$ cat src/rtl/dma_regbank_pkg.sv
package dma_regbank_pkg;

  // packs onto control bits 10:0
  typedef struct packed {
    logic [1:0] burst;
    logic       berr;
    logic [3:0] ep;
    logic       ie;
    logic       mode1;
    logic       tx;
    logic       en;
  } ctrl_t;

  localparam int CTRL_W = $bits(ctrl_t);

  function automatic logic [31:0] be_merge(input logic [31:0] old_v,
                                           input logic [31:0] new_v,
                                           input logic [3:0]  be);
    logic [31:0] r;
    r = old_v;
    for (int b = 0; b < 4; b++) begin
      if (be[b]) r[8*b +: 8] = new_v[8*b +: 8];
    end
    return r;
  endfunction

endpackage

$ cat src/rtl/dma_regbank_decode.sv
module dma_regbank_decode #(
  parameter int ADDR_W = 12,
  parameter int N_CH   = 8,
  parameter int BASE   = 'h200
) (
  input  logic [ADDR_W-1:0] addr_i,
  output logic              hit_stat_o,
  output logic [N_CH-1:0]   hit_ctrl_o,
  output logic [N_CH-1:0]   hit_addr_o,
  output logic [N_CH-1:0]   hit_cnt_o
);
  localparam int CH_W = $clog2(N_CH);
  localparam logic [ADDR_W-1:0] BASE_A = ADDR_W'(BASE);
  localparam logic [ADDR_W-1:0] SPAN_A = ADDR_W'(N_CH * 16);

  logic [ADDR_W-1:0] rel;
  logic              in_win;
  logic [CH_W-1:0]   ch;
  logic [1:0]        word;

  // wrap-around subtract: one compare covers both window edges
  assign rel    = addr_i - BASE_A;
  assign in_win = rel < SPAN_A;
  assign ch     = rel[CH_W+3:4];
  assign word   = rel[3:2];

  assign hit_stat_o = in_win && (ch == '0) && (word == 2'd0);

  always_comb begin
    hit_ctrl_o = '0;
    hit_addr_o = '0;
    hit_cnt_o  = '0;
    for (int c = 0; c < N_CH; c++) begin
      if (in_win && ch == CH_W'(c)) begin
        hit_ctrl_o[c] = (word == 2'd1);
        hit_addr_o[c] = (word == 2'd2);
        hit_cnt_o[c]  = (word == 2'd3);
      end
    end
  end
endmodule

$ cat src/rtl/dma_regbank_chan.sv
module dma_regbank_chan
  import dma_regbank_pkg::*;
(
  input  logic        clk_i,
  input  logic        rst_ni,
  input  logic        we_ctrl_i,
  input  logic        we_addr_i,
  input  logic        we_cnt_i,
  input  logic [3:0]  be_i,
  input  logic [31:0] wdata_i,
  input  logic        done_i,
  input  logic        err_i,
  output ctrl_t       ctrl_o,
  output logic [31:0] addr_o,
  output logic [31:0] cnt_o,
  output logic        start_o,
  output logic        abort_o
);
  ctrl_t       ctrl_q, ctrl_d;
  logic [31:0] addr_q, cnt_q;
  logic        start_q, abort_q;
  logic        wr_lo, wr_hi;

  assign wr_lo = we_ctrl_i & be_i[0];
  assign wr_hi = we_ctrl_i & be_i[1];

  // priority: completion < software write < bus error
  always_comb begin
    ctrl_d = ctrl_q;
    if (done_i) ctrl_d.en = 1'b0;
    if (wr_lo) begin
      ctrl_d.en    = wdata_i[0];
      ctrl_d.tx    = wdata_i[1];
      ctrl_d.mode1 = wdata_i[2];
      ctrl_d.ie    = wdata_i[3];
      ctrl_d.ep    = wdata_i[7:4];
    end
    if (wr_hi) begin
      ctrl_d.burst = wdata_i[10:9];
      ctrl_d.berr  = 1'b0;
    end
    if (err_i) ctrl_d.berr = 1'b1;
  end

  always_ff @(posedge clk_i or negedge rst_ni) begin
    if (!rst_ni) begin
      ctrl_q  <= '0;
      addr_q  <= '0;
      cnt_q   <= '0;
      start_q <= 1'b0;
      abort_q <= 1'b0;
    end else begin
      ctrl_q  <= ctrl_d;
      start_q <= wr_lo & wdata_i[0];
      abort_q <= wr_lo & ~wdata_i[0] & ctrl_q.en;
      if (we_addr_i) addr_q <= be_merge(addr_q, wdata_i, be_i);
      if (we_cnt_i)  cnt_q  <= be_merge(cnt_q, wdata_i, be_i);
    end
  end

  assign ctrl_o  = ctrl_q;
  assign addr_o  = addr_q;
  assign cnt_o   = cnt_q;
  assign start_o = start_q;
  assign abort_o = abort_q;
endmodule

$ cat src/rtl/dma_regbank_irq.sv
module dma_regbank_irq #(
  parameter int N_CH = 8
) (
  input  logic            clk_i,
  input  logic            rst_ni,
  input  logic            rd_clr_i,
  input  logic [N_CH-1:0] done_i,
  input  logic [N_CH-1:0] ie_i,
  output logic [N_CH-1:0] stat_o,
  output logic            irq_o
);
  logic [N_CH-1:0] stat_q;

  always_ff @(posedge clk_i or negedge rst_ni) begin
    if (!rst_ni) stat_q <= '0;
    else         stat_q <= (rd_clr_i ? '0 : stat_q) | done_i;  // late completion survives the clear
  end

  assign stat_o = stat_q;
  assign irq_o  = |(stat_q & ie_i);
endmodule

$ cat src/rtl/dma_regbank.sv
module dma_regbank
  import dma_regbank_pkg::*;
#(
  parameter int N_CH   = 8,      // at most 8: status lives in one byte
  parameter int ADDR_W = 12,
  parameter int BASE   = 'h200
) (
  input  logic                 clk_i,
  input  logic                 rst_ni,
  input  logic                 bus_we_i,
  input  logic                 bus_re_i,
  input  logic [ADDR_W-1:0]    bus_addr_i,
  input  logic [31:0]          bus_wdata_i,
  input  logic [3:0]           bus_be_i,
  output logic [31:0]          bus_rdata_o,
  input  logic [N_CH-1:0]      eng_done_i,
  input  logic [N_CH-1:0]      eng_bus_err_i,
  input  logic [32*N_CH-1:0]   eng_cur_addr_i,
  input  logic [32*N_CH-1:0]   eng_rem_count_i,
  output logic [N_CH-1:0]      ch_start_o,
  output logic [N_CH-1:0]      ch_abort_o,
  output logic [N_CH-1:0]      ch_en_o,
  output logic [N_CH-1:0]      ch_tx_o,
  output logic [N_CH-1:0]      ch_mode1_o,
  output logic [4*N_CH-1:0]    ch_ep_o,
  output logic [2*N_CH-1:0]    ch_burst_o,
  output logic [32*N_CH-1:0]   ch_addr_o,
  output logic [32*N_CH-1:0]   ch_count_o,
  output logic                 irq_o
);
  logic            hit_stat;
  logic [N_CH-1:0] hit_ctrl, hit_addr, hit_cnt;
  ctrl_t           ctrl_w [N_CH];
  logic [N_CH-1:0] ie_w, stat_w;
  logic [31:0]     rd_mux, rdata_q;

  dma_regbank_decode #(.ADDR_W(ADDR_W), .N_CH(N_CH), .BASE(BASE)) u_decode (
    .addr_i     (bus_addr_i),
    .hit_stat_o (hit_stat),
    .hit_ctrl_o (hit_ctrl),
    .hit_addr_o (hit_addr),
    .hit_cnt_o  (hit_cnt)
  );

  for (genvar c = 0; c < N_CH; c++) begin : g_ch
    dma_regbank_chan u_chan (
      .clk_i     (clk_i),
      .rst_ni    (rst_ni),
      .we_ctrl_i (bus_we_i & hit_ctrl[c]),
      .we_addr_i (bus_we_i & hit_addr[c]),
      .we_cnt_i  (bus_we_i & hit_cnt[c]),
      .be_i      (bus_be_i),
      .wdata_i   (bus_wdata_i),
      .done_i    (eng_done_i[c]),
      .err_i     (eng_bus_err_i[c]),
      .ctrl_o    (ctrl_w[c]),
      .addr_o    (ch_addr_o[32*c +: 32]),
      .cnt_o     (ch_count_o[32*c +: 32]),
      .start_o   (ch_start_o[c]),
      .abort_o   (ch_abort_o[c])
    );
    assign ch_en_o[c]           = ctrl_w[c].en;
    assign ch_tx_o[c]           = ctrl_w[c].tx;
    assign ch_mode1_o[c]        = ctrl_w[c].mode1;
    assign ch_ep_o[4*c +: 4]    = ctrl_w[c].ep;
    assign ch_burst_o[2*c +: 2] = ctrl_w[c].burst;
    assign ie_w[c]              = ctrl_w[c].ie;
  end

  dma_regbank_irq #(.N_CH(N_CH)) u_irq (
    .clk_i    (clk_i),
    .rst_ni   (rst_ni),
    .rd_clr_i (bus_re_i & hit_stat),
    .done_i   (eng_done_i),
    .ie_i     (ie_w),
    .stat_o   (stat_w),
    .irq_o    (irq_o)
  );

  always_comb begin
    rd_mux = '0;
    if (hit_stat) rd_mux[N_CH-1:0] = stat_w;
    for (int c = 0; c < N_CH; c++) begin
      if (hit_ctrl[c]) rd_mux[CTRL_W-1:0] = ctrl_w[c];
      if (hit_addr[c]) rd_mux = eng_cur_addr_i[32*c +: 32];
      if (hit_cnt[c])  rd_mux = eng_rem_count_i[32*c +: 32];
    end
  end

  always_ff @(posedge clk_i or negedge rst_ni) begin
    if (!rst_ni) rdata_q <= '0;
    else         rdata_q <= bus_re_i ? rd_mux : '0;
  end

  assign bus_rdata_o = rdata_q;
endmodule

$ cat config.mk
export PLATFORM = sky130hd
export DESIGN_NAME = dma_regbank
export DESIGN_NICKNAME = d
export VERILOG_FILES = /design/src/rtl/dma_regbank_pkg.sv /design/src/rtl/dma_regbank_decode.sv /design/src/rtl/dma_regbank_chan.sv /design/src/rtl/dma_regbank_irq.sv /design/src/rtl/dma_regbank.sv
export SDC_FILE = /design/constraint.sdc
export NUM_CORES = 1
export LEC_CHECK = 0
export BUFFER_PORTS_ARGS = -buffer_cell sky130_fd_sc_hd__buf_2
export CAP_MARGIN = 10
export CORE_AREA = 8 8 464 466
export DETAILED_ROUTE_END_ITERATION = 8
export DIE_AREA = 0 0 472 474
export MAX_ROUTING_LAYER = met4
export PLACE_DENSITY_LB_ADDON = 0.15
export REMOVE_ABC_BUFFERS = 1
export SLEW_MARGIN = 5
export SYNTH_ARGS = -nofsm -noshare
export SYNTH_HDL_FRONTEND = slang
export SYNTH_SLANG_ARGS = --single-unit
$ cat constraint.sdc
create_clock -name clk_i -period 1.4 [get_ports clk_i]
set_input_delay 0 -clock clk_i [delete_from_list [all_inputs] [get_ports clk_i]]
set_output_delay 0 -clock clk_i [all_outputs]
set_load 0.02 [all_outputs]
==> run metrics <==
IO Count=1213; clock share of power=0.475; fin util=0.285; Leakage=0.0287 uW; CP Launch Type=input port; CP most frequent cell=buf_12; Logic pwr share=0.130; Reg-to-Reg End=bus_rdata_o[7]$_DFF_PN0_; largest net degree at the start of global routing=89; Post-DRT Antenna Nets=0; DP HPWL=216000 um; grt ovf=0; design area=59400 um^2; reg-to-reg slack, setup=-0.39 ns; Initial Utilization=0.145; Final period util=1.39; DIE AREA=224000 um^2; reg-to-reg startpoint=u_irq.stat_o[7]$_DFF_PN0_; Hold Path Depth=5; Routed WL=269000 um; Arr. time, crit path=2.58 ns; failing checks=negative setup slack; Num CTS Buffers=87; CTS tree=yes; Die H=474 um; post-synthesis cell count=2374; Layout area overhead=96.3%; total internal power=35200 uW; Max Cap Viol=0; fin nets=5245; pin slew with the least headroom to its limit=1.09 ns; vias in the first global route=34022; Max Transition Viols Final=0; achievable frequency=513 MHz; total negative slack=-206.14 ns; total number of vias=32225; Setup Crit Path Kind=input port to flip-flop; first-pass GRT wire length=348000 um; Max VDD drop=0.000852 V; CP top delay family=buffers and inverters; run status=complete, but fails checks; R2R depth=7; CTS root buf=clkbuf_16; minimum clock period=1.95 ns; CP max stage cell=a2111oi_4; Hold Startpoint=eng_rem_count_i[50]; layout cells sized above 1=0.642; Core Area=208000 um^2; ys async rst share=1.00; worst clock skew=0.0366 ns; antenna violations before repair=192; placer congestion estimate=0.922; Crit Path Max Fanout=6; DRT Pass-1 Iters=5; Top FF cell, synth=dfrtp_1; Die X=472 um; sequential share of the synthesized area=0.543; Synth Warn #=0; DR iter-0 viols=2323; Clock Path Buffers=3; Synth cell types=81; Psw=13500 uW; worst hold-check path type=input port to flip-flop; drt drc=0; EDFF count, synth=0; Clock Latency Late Sink=0.73 ns; Buf+Inv Stages, Crit Path=7; post-synthesis area per instance=12.7 um^2; Netlist Area Pre-Place=30300 um^2; Worst-path clk slew=0.06 ns; placed cell area=44000 um^2; Port-buffer cells=1210; CP Data Required Time=2.02 ns; pwr dens=820 nW/um^2; gr usage total=0.237; Largest stage delay, worst path=0.42 ns; Final Hold Fails=0; Crit path depth=14; Std-Cell Rows=168; Switching Fraction=0.278; Via density=4.26; depth of the CTS H-tree=3; slew margin rel.=0.272; unrepaired setup endpoints after global routing=true; Cell Chain, Critical Path=buf_8 -> clkinvlp_4 -> ha_4 -> nand4bb_4 -> buf_12 -> buf_16 -> nor4_4 -> buf_12 -> buf_12 -> a221oi_4 -> a2111oi_4 -> buf_4 -> nor2_2 -> nor3_2; #FFs+latches synth=656; Flop pwr share=0.395; WL/cell=35.6 um; crit end category=flip-flop; Final WS setup=-0.551 ns; Worst Hold Path EP=bus_rdata_o[18]$_DFF_PN0_; final setup violation count=663; # clock sinks=656
==> layout by cell type, fill, tap and decap left out, drive strengths merged, types with 25 or more instances in the layout <==
master	Yosys	final
nor2	154	154
nor4	26	26
diode	0	110
a221oi	39	39
a21oi	54	54
buf	147	1957
nand2	76	76
nor3	25	25
dfrtp	656	656
mux2	595	595
a222oi	30	30
o221ai	27	27
o22ai	52	52
o21ai	87	87
nand3	25	25
dlygate4sd3	0	471
a22oi	29	29
clkbuf	84	130
==> worst max path at each step <==
stage,end,from
after detailed placement,bus_rdata_o[25]$_DFF_PN0_,bus_addr_i[10]
after global routing,bus_rdata_o[25]$_DFF_PN0_,bus_addr_i[10]
final,bus_rdata_o[25]$_DFF_PN0_,bus_addr_i[10]
after global placement,bus_rdata_o[25]$_DFF_PN0_,bus_addr_i[10]
after CTS,irq_o,g_ch[1].u_chan.ctrl_o[3]$_DFFE_PN0P_
after floorplan,bus_rdata_o[20]$_DFF_PN0_,bus_addr_i[9]
==> through the flow <==
step           total power [uW]  hold slack [ns]  worst slack, ns  std cells
4_1_cts                   49600          0.00464           -0.540       7421
5_1_grt                   50400           0.0254           -0.574       7543
3_5_place_dp              23900          -0.0952            -1.99       6619
2_1_floorplan             20300           -0.296            -3.28       2143
3_3_place_gp              23900          -0.0949            -1.88       6619
6_report                  48700           0.0497           -0.551       7559
==> synthesized netlist by cell type (7+ instances only) <==
cell       count  share of area
o22ai_1       52          0.011
o221ai_1      27         0.0078
buf_1          7        0.00087
a22oi_1       29         0.0072
clkbuf_1      84          0.010
a21o_1        12         0.0030
nand3_1       23         0.0038
mux2_2       595           0.22
dfrtp_1      656           0.54
nor2_2        30         0.0062
a21oi_1       54         0.0089
nor4_1        10         0.0021
a22o_1         9         0.0026
nand2_1       75         0.0093
nand4_1       24         0.0050
nor4b_1        8         0.0023
and2_1        11         0.0023
o2bb2ai_1     13         0.0038
nor3b_1        9         0.0022
nor4_4         7         0.0049
a211oi_1      16         0.0040
buf_4         91          0.023
nand2b_1       9         0.0019
a221o_1       17         0.0056
a222oi_1      30         0.0099
or2_2          9         0.0019
inv_1          8        0.00099
a2111oi_0      8         0.0023
buf_2         42         0.0069
a31oi_1       13         0.0027
a221oi_1      39          0.011
mux2i_1       20         0.0066
nor3_1        24         0.0040
nor2_1       124          0.015
nor4_2         9         0.0037
o21ai_0       82          0.014
==> area by class of cell <==
class / count / area, um^2
Antenna cell: 110 / 275
Clock buffer: 127 / 2550
Clock inverter: 27 / 304
Fill cell: 21880 / 149000
Inverter: 10 / 41.3
Multi-Input combinational cell: 1477 / 16400
Sequential cell: 656 / 16400
Tap cell: 2720 / 3400
Timing Repair Buffer: 2432 / 20000
==> per-layer routing <==
layer | GRT usage | share of wire | up-vias
li1 | - | - | 13596
met1 | 0.289 | 0.42 | 16717
met2 | 0.388 | 0.47 | 1564
met3 | 0.0733 | 0.086 | 348
met4 | 0.0457 | 0.023 | 0
met5 | - | 0 | -
==> registers in the layout (all words and copies together), names as in the netlist <==
register and count:
bus_rdata_o 32, g_ch.u_chan.addr_o 256, g_ch.u_chan.abort_o 8, g_ch.u_chan.ctrl_o 88, g_ch.u_chan.start_o 8, g_ch.u_chan.cnt_o 256
u_irq.stat_o 8
==> worst min-delay path, cell delays in order <==
cell and delay (ns):
buf_2 0.17, a222oi_1 0.17, a21oi_4 0.16, o21ai_1 0.07, a31oi_1 0.16
==> power groups by stage <==
stage               logic (uW)  registers, uW  clock network [uW]
floorplan                  586          19800                   0
global placement          4350          19600                   0
detailed placement        4340          19600                   0
CTS                       6310          19200               24000
global route              6610          19200               24600
finish                    6330          19200               23200
==> cell families (layout without fill, tap and decap cells) <==
kind of cell | Yosys count | count (layout) | share of synthesized area
compound gates | 449 | 449 | 0.107
xor+xnor | 3 | 3 | 0.00174
fa+ha+maj | 1 | 1 | 0.000413
buf+inv | 241 | 2596 | 0.0449
flops | 656 | 656 | 0.543
mux | 616 | 616 | 0.229
other cells | 0 | 110 | 0
simple gates | 408 | 408 | 0.0743
==> repair_timing <==
action	in CTS	in global routing
cloned	18	1
endpoints found under the setup margin	749	697
resized for setup	1272	208
pin swaps	208	115
hold endpoints to repair	1166	1
buffers inserted	192	56
hold buffers	470	1
No activity file was read; power rests on OpenSTA's default activity.
